### src/rtl/ddr_wr_strobe_gen.sv
module ddr_wr_strobe_gen #(
  parameter int DW        = 16,
  parameter int MAX_PAIRS = 8,
  parameter int LW        = $clog2(MAX_PAIRS + 1)
) (
  input  logic          clk,
  input  logic          rst_n,
  input  logic          wr_cmd,
  input  logic [LW-1:0] wr_pairs,
  input  logic [1:0]    dqss_sel,
  input  logic          trunc,
  input  logic [DW-1:0] din_rise,
  input  logic [DW-1:0] din_fall,
  output logic [DW-1:0] dq_rise,
  output logic [DW-1:0] dq_fall,
  output logic          dm_out,
  output logic [3:0]    dqs_ph,
  output logic          dq_oe,
  output logic          dqs_oe
);

  localparam logic [LW-1:0] MAXL = LW'(MAX_PAIRS);

  typedef enum logic [1:0] {S_IDLE, S_PRE, S_DATA, S_POST} st_t;

  st_t           a_st, a_nst, b_st;
  logic [LW-1:0] a_cnt, a_ncnt, pend_len, len_eff;
  logic          pend, mflag, next_m, b_dm, fresh;
  logic [1:0]    sel_r, sel_b;
  logic [DW-1:0] a_r, a_f, b_r, b_f;

  always_comb begin
    if (wr_pairs == '0)       len_eff = LW'(1);
    else if (wr_pairs > MAXL) len_eff = MAXL;
    else                      len_eff = wr_pairs;
  end

  always_comb begin
    a_nst  = a_st;
    a_ncnt = a_cnt;
    if (pend) begin
      a_nst  = S_DATA;
      a_ncnt = pend_len - LW'(1);
    end else begin
      case (a_st)
        S_DATA: if (a_cnt != '0) a_ncnt = a_cnt - LW'(1);
                else             a_nst  = S_POST;
        default: a_nst = S_IDLE;
      endcase
    end
    fresh = 1'b0;
    if (wr_cmd) begin
      if (a_nst == S_DATA) a_ncnt = '0;
      else begin
        a_nst = S_PRE;
        fresh = 1'b1;
      end
    end
  end

  assign next_m = trunc | (mflag & ~pend & (a_nst == S_DATA));

  always_ff @(posedge clk) begin
    if (!rst_n) begin
      a_st     <= S_IDLE;
      a_cnt    <= '0;
      pend     <= 1'b0;
      pend_len <= '0;
      mflag    <= 1'b0;
      sel_r    <= 2'd1;
      a_r      <= '0;
      a_f      <= '0;
    end else begin
      a_st  <= a_nst;
      a_cnt <= a_ncnt;
      pend  <= wr_cmd;
      mflag <= next_m;
      if (wr_cmd) pend_len <= len_eff;
      if (fresh)  sel_r    <= dqss_sel;
      if (a_nst == S_DATA) begin
        a_r <= din_rise;
        a_f <= din_fall;
      end
    end
  end

  always_ff @(posedge clk) begin
    if (!rst_n) begin
      b_st  <= S_IDLE;
      b_dm  <= 1'b0;
      sel_b <= 2'd1;
      b_r   <= '0;
      b_f   <= '0;
    end else begin
      b_st  <= a_st;
      b_dm  <= mflag & (a_st == S_DATA);
      sel_b <= sel_r;
      b_r   <= a_r;
      b_f   <= a_f;
    end
  end

  logic b_data;
  assign b_data  = (b_st == S_DATA);
  assign dq_rise = b_data ? b_r : '0;
  assign dq_fall = b_data ? b_f : '0;
  assign dm_out  = b_data & b_dm;
  assign dq_oe   = (b_st != S_IDLE);
  assign dqs_oe  = dq_oe;

  always_comb begin
    case (sel_b)
      2'd0:    dqs_ph = {a_st == S_DATA, 2'b00, b_data};
      2'd2:    dqs_ph = b_data ? 4'b0110 : 4'b0000;
      default: dqs_ph = b_data ? 4'b0011 : 4'b0000;
    endcase
  end

  assert_strobe_width_R3: assert property (@(posedge clk) disable iff (!rst_n)
    $countones(dqs_ph) <= 2);

  assert_preamble_low_R2: assert property (@(posedge clk) disable iff (!rst_n)
    $rose(dqs_oe) |-> dqs_ph[2:0] == 3'b000);

  assert_postamble_low_R5: assert property (@(posedge clk) disable iff (!rst_n)
    $fell(dqs_oe) |-> $past(dqs_ph) == 4'b0000);

  assert_idle_quiet_R6: assert property (@(posedge clk) disable iff (!rst_n)
    !dq_oe |-> (dq_rise == '0 && dq_fall == '0 && dqs_ph == 4'b0000 && !dm_out));

  assert_mask_on_data_R9: assert property (@(posedge clk) disable iff (!rst_n)
    dm_out |-> dq_oe);

  assert_chain_starts_R7: assert property (@(posedge clk) disable iff (!rst_n)
    pend |=> a_st == S_DATA);

  assert_count_bound_R10: assert property (@(posedge clk) disable iff (!rst_n)
    a_cnt < MAXL);

  assert_offset_held_R4: assert property (@(posedge clk) disable iff (!rst_n)
    (b_data && $past(b_st) == S_DATA) |-> $stable(sel_b));

endmodule

### config.mk
export PLATFORM = sky130hd
export DESIGN_NAME = ddr_wr_strobe_gen
export DESIGN_NICKNAME = d
export VERILOG_FILES = /design/src/rtl/ddr_wr_strobe_gen.sv
export SDC_FILE = /design/constraint.sdc
export NUM_CORES = 1
export LEC_CHECK = 0
export BUFFER_PORTS_ARGS = -buffer_cell sky130_fd_sc_hd__buf_2
export CORE_MARGIN = 1
export CORE_UTILIZATION = 42
export CTS_BUF_LIST = sky130_fd_sc_hd__clkbuf_4 sky130_fd_sc_hd__clkbuf_8
export DETAILED_ROUTE_END_ITERATION = 8
export PLACE_DENSITY_LB_ADDON = 0.3
export RECOVER_POWER = 25
export SLEW_MARGIN = 20
export SYNTH_ARGS = -nofsm -noshare
export SYNTH_HDL_FRONTEND = slang
export SYNTH_SLANG_ARGS = --single-unit
### constraint.sdc
create_clock -name clk -period 2.3 [get_ports clk]
set_input_delay 0 -clock clk [delete_from_list [all_inputs] [get_ports clk]]
set_output_delay 0 -clock clk [all_outputs]
set_load 0.03 [all_outputs]
==> results of run 1 <==
-- repair_timing --
| action | 4_1_cts | 5_1_grt |
|---|---|---|
| endpoints found under the hold margin | 36 | 0 |
| hold buffers | 36 | 0 |
| gates resized for setup | 0 | 0 |
-- flip-flops by register name (all words and copies together), names as in the netlist --
signal / flops
a_cnt: 4
pend: 1
mflag: 1
b_dm: 1
b_st: 2
a_st: 2
pend_len: 4
b_r: 16
a_r: 16
sel_r: 2
a_f: 16
sel_b: 2
b_f: 16
-- routing by layer --
layer / up-vias / track usage [%] / wire, µm
met5: - / 0 / 0
met4: 0 / 7.22 / 83
met3: 8 / 4.06 / 273
met2: 52 / 24.9 / 2550
met1: 996 / 18.3 / 2710
li1: 1234 / - / -
-- layout make-up --
class                      count  area share (%)
clock buffer                   9            2.96
clock inverter                 7            1.29
inverter                       7           0.629
multi-input combinational    201            33.2
sequential                    83            39.8
tap                           99            2.96
timing repair buffer         120            19.1
-- cell usage after synthesis (all sizes together) (2+ instances only) --
| cell type | instances | area, µm² |
|---|---|---|
| buf | 5 | 78.8 |
| dfxtp | 83 | 1660 |
| mux2i | 33 | 330 |
| a21boi | 3 | 22.5 |
| nand3 | 2 | 10.0 |
| o21ai | 7 | 35.0 |
| clkbuf | 13 | 58.8 |
| a31oi | 2 | 12.5 |
| and3 | 2 | 12.5 |
| and2 | 70 | 438 |
| xnor2 | 2 | 17.5 |
| nand2b | 3 | 18.8 |
| ha | 2 | 25.0 |
| a21oi | 5 | 28.8 |
| nor2 | 9 | 33.8 |
| nand2 | 4 | 15.0 |
| nor2b | 36 | 225 |
| inv | 7 | 26.3 |
| nor3 | 6 | 30.0 |
-- logic make-up after synthesis --
logic type | after synthesis | synth area share, %
AOI/OAI and AO/OA | 25 | 5.15
adders and majority gates | 2 | 0.781
buffers and inverters | 25 | 5.12
xor gates and xnor gates | 2 | 0.547
DFF | 83 | 51.9
muxes | 33 | 10.3
and+or+nand+nor | 139 | 26.2
-- worst max-delay path: cells and delay by family (launching register included) --
family	cells	cell delay [ns]
AO/OA/AOI/OAI	1	0.19
adder cells (fa/ha/maj)	1	0.21
buffers and inverters	2	0.32
flip-flops	1	0.34
multiplexers	1	0.23
AND/OR/NAND/NOR	2	0.48
-- where the power goes --
group / switching (mW) / total [mW] / internal, mW
clock network: 0.528 / 0.925 / 0.397
registers: 0.0320 / 1.54 / 1.51
logic: 0.149 / 0.328 / 0.179
total: 0.709 / 2.80 / 2.09
-- stage by stage --
stage / setup slack [ns] / instance area (µm²) / hold slack, ns / total power [mW] / instances
after floorplan: 0.554 / 3200 / 0.139 / 1.79 / 309
after global placement: 0.504 / 3640 / 0.238 / 1.85 / 474
after detailed placement: 0.442 / 3640 / 0.253 / 1.86 / 474
after CTS: 0.430 / 4180 / 0.00602 / 2.83 / 526
after global routing: 0.286 / 4180 / 0.0180 / 2.94 / 526
final: 0.423 / 4180 / 0.0261 / 2.80 / 526
-- path summary, 6_finish.rpt --
kind	start	endpoint	slack, ns
setup reg to reg	a_cnt[0]	a_r[9]	0.42
setup / recovery	a_cnt[0]	a_r[9]	0.42
hold / removal	wr_cmd	pend	0.03
hold reg to reg	a_f[2]	b_f[2]	0.45
==> results.md, run 1 <==
* CP Max Fanout at 28
* Crit. End Element: register
* CTS tree: built
* Worst-Skew Late Latency at 0.34 ns
* Rows at 31
* Final min period at 1.88 ns
* FMAX at 533 MHz
* Max incr delay on CP at 0.42 ns
* Worst path required time at 2.53 ns
* Mapped cell area at 0.00320 mm²
* Vias in the first global route at 2067
* Gr ovfl total at 0
* Most common library cell in the layout ignoring fill and taps: dfxtp_1
* Gate Count Post-Synth at 309
* Post-synthesis sequential area ratio at 51.9%
* Final slew viol count at 0
* Setup_tns at 0 ns
* CTS Buf Count at 9
* Vias at 2290
* Worst IR Drop VDD at 0.341 mV
* Final ANT Viol Nets at 0
* FILL cells at 654
* Syn avg cell area at 10.4 µm²
* Drt drc at 0
* Die width at 89.3 µm
* Antenna diode count at 0
* First-pass iteration count of the detailed router at 3
* Setup Viol. Count Final at 0
* I/O Buffers at 80
* First-pass GRT wire length at 9110 µm
* Clk sinks at 83
* Leak at 1.99 nW
* WS Path Type: reg2reg
* DRT Wirelength at 5610 µm
* Multi-input gate area at 0.00139 mm²
* Pin count of the biggest net entering global routing at 58
* Worst-case clock buffer depth at 2
* Final nets at 466
* Worst min path class: in2reg
* Core area at 0.00733 mm²
* Register bit count reported by yosys at 83
* Top Ports at 81
* GRT Overall Usage at 15.1%
* Outcome: complete, no violations
* Yosys warns at 0
* Async set-reset flop share out of synthesis at 0%
* Cell variety after synth at 39
* Post-DP HPWL at 3580 µm
* Layout cell share with drive strength beyond 1 at 24.6%
* Worst-path clk slew at 0.08 ns
* Final Hold Fails at 0
* RSZ-0062 raised after global routing: false
* Synth Flop Type: dfxtp_1
* Die Span Y at 89.3 µm
* EDFF count, synth at 0
* Mapped Nets at 353
* Vias per cell at 4.35
* H-tree depth at 3
* Antenna violations before repair at 0
* Slew @ Worst Pin at 0.967 ns
* Crit path cell chain: inv_1 -> ha_1 -> or3b_4 -> a21oi_4 -> buf_12 -> mux2i_1 -> nor2b_1
* Startpoint Class: register
* Relative slew slack at 35.5%
* Skew final at 0.0108 ns
* Tcrit/Tclk final at 81.6%
* R2R cell count at 7
* Pwr per Cell Area at 669 mW/mm²
* Routed len/inst at 10.7 µm
* Hold Crit Depth at 2
* Post-CTS setup buffers at 0
* Arr. time, crit path at 2.11 ns
* Register Area at 0.00166 mm²
* Slowest CP cell: or3b_4
* Max-cap viol count at 0
* Most frequent cells in the layout: 83 x dfxtp_1, 79 x buf_2, 66 x and2_1, 36 x dlygate4sd3_1, 35 x nor2b_1
* Final GP Congestion at 0.766
* P&R area growth vs syn at 30.4%
* Root Buffer: clkbuf_8
* Initial Util at 43.7%
* Post-layout util at 57.0%
* DIE AREA at 0.00798 mm²
* Initial DRC count at 41
(Power assumes the default switching activity.)
==> run 2: changes to the inputs <==
Clock period 2.3 ns to 1.7 ns, I/O delays scaled along.
==> run 2 against run 1 <==
Net effect:
- largest power group unchanged
- sequential power up 36%
- combinational power up 41%
- routed wire length up 7.4%
- the run now ends with negative setup slack left
- fmax up 8.3%
- flip-flop and latch count unchanged
- utilization up 0.82 points
- die area unchanged
- setup slack worse by 0.46 ns
- final area up 1.4%
==> results.md, run 2 (synthesis gave the netlist of run 1 again) <==
* DRT Wirelength at 6030 µm
* Register Area at 0.00166 mm²
* I/O Buffers at 80
* Final nets at 469
* Top Ports at 81
* Initial DRC count at 71
* Drt drc at 0
* Final min period at 1.73 ns
* GR met2 Demand/Resource at 26.4%
* Arr. time, crit path at 1.95 ns
* Final ANT Viol Nets at 0
* Relative slew slack at 27.3%
* Final GP Congestion at 0.839
* Most frequent cells in the layout: 81 x dfxtp_1, 79 x buf_2, 64 x and2_1, 36 x dlygate4sd3_1, 35 x nor2b_1
* Antenna violations before repair at 0
* CTS tree: built
* First-pass iteration count of the detailed router at 4
* Final slew viol count at 0
* FMAX at 577 MHz
* Gr ovfl total at 0
* Pwr per Cell Area at 948 mW/mm²
* Core area at 0.00733 mm²
* Most common library cell in the layout ignoring fill and taps: dfxtp_1
* Busiest layer in global routing: met2
* Startpoint Class: register
* Pin count of the biggest net entering global routing at 35
* Skew final at 0.00766 ns
* Clk sinks at 83
* RSZ-0062 raised after global routing: true
* Total power at 4.02 mW
* Met1 Usage GRT at 20.5%
* Antenna diode count at 0
* Tcrit/Tclk final at 102%
* CP Max Fanout at 27
* DIE AREA at 0.00798 mm²
* FILL cells at 662
* Worst IR Drop VDD at 0.456 mV
* Vias at 2333
* Outcome: finished, violations left
* Slew @ Worst Pin at 1.09 ns
* Max-cap viol count at 0
* Worst min path class: in2reg
* Worst-Skew Late Latency at 0.33 ns
* Vias per cell at 4.44
* Rows at 31
* Failing checks: negative setup slack
* Post-DP HPWL at 4000 µm
* Worst setup margin at -0.0328 ns
* M3 GR Usage at 4.06%
* Placed inst area at 0.00367 mm²
* Layout cell share with drive strength beyond 1 at 25.8%
* CTS Buf Count at 9
* Design Area, Final at 0.00424 mm²
* Worst path required time at 1.92 ns
* Fin Hold WS at 0.0348 ns
* Final Hold Fails at 0
* P&R area growth vs syn at 32.3%
* Leak at 2.02 nW
* Worst-path clk slew at 0.07 ns
* H-tree depth at 3
* First-pass GRT wire length at 9760 µm
* Multi-input gate area at 0.00140 mm²
* Die Span Y at 89.3 µm
* Worst-case clock buffer depth at 2
* Initial Util at 43.7%
* Root Buffer: clkbuf_8
* Die width at 89.3 µm
* GRT Overall Usage at 16.2%
* Vias in the first global route at 2203
* WS Path Type: reg2reg
* Crit. End Element: register
* Setup Viol. Count Final at 9
* Routed len/inst at 11.5 µm
[run 2: cell count changes in the layout (fill, tap and decap cells not counted), moves of 2 or more]
cell,before,now
and2_1,66,64
clkinv_4,2,0
buf_4,2,4
inv_2,0,2
dfxtp_1,83,81
and2_0,4,6
inv_1,7,5
dfxtp_2,0,2
bufinv_16,0,2
clkinvlp_4,3,0
[run 2: area by class of cell]
class,count,share of cell area [%]
timing repair buffer,123,19.3
inverter,7,0.620
tap,99,2.92
clock buffer,10,3.25
multi-input combinational,201,33.1
sequential,83,39.3
clock inverter,3,1.54
[run 2: report_power, final]
part           switching [mW]  leakage, nW  internal, mW  total (mW)
clock                   0.624        0.104         0.841        1.47
sequential             0.0447        0.679          2.05        2.09
combinational           0.212         1.24         0.251       0.463
[run 2: metal layers]
metal  wire [µm]  vias up  part of all wire, %
li1            -     1239                    -
met1        2980     1024                   49
met2        2720       62                   45
met3         262        8                  4.3
met4          72        0                  1.2
met5           0        -                    0
[run 2: worst paths after layout]
check / start / to / slack, ns / cells after the start
worst min register to register: a_r[7] / b_r[7] / 0.45 / 1
worst min-delay path: wr_cmd / sel_r[1] / 0.03 / 3
worst max-delay path: a_cnt[1] / a_f[14] / -0.03 / 7
worst max register to register: a_cnt[1] / a_f[14] / -0.03 / 7
[run 2: timing repair]
item / 4_1_cts / 5_1_grt
gates resized for setup: 1 / 0
hold endpoints to repair: 36 / 0
pin swaps: 0 / 0
buffers inserted: 0 / 0
hold buffers: 36 / 0
endpoints found under the setup margin: 32 / 33
cloned: 0 / 0
[run 2: through the flow]
step	util, %	TNS, ns	cells	setup WS (ns)
finish	57.8	-0.117	526	-0.0328
global route	57.8	-2.77	526	-0.117
CTS	57.9	-0.201	526	-0.0374
detailed placement	50.1	-0.573	477	-0.0494
global placement	50.1	0	477	0.00726
floorplan	-	0	309	0.000217
[run 2: critical path, cell delays in order, from the launching register on]
cell     delay [ns]
dfxtp_2        0.33
inv_2          0.07
ha_4           0.13
or3b_4         0.39
a21oi_4        0.17
buf_12         0.23
mux2i_1        0.23
nor2b_1        0.06
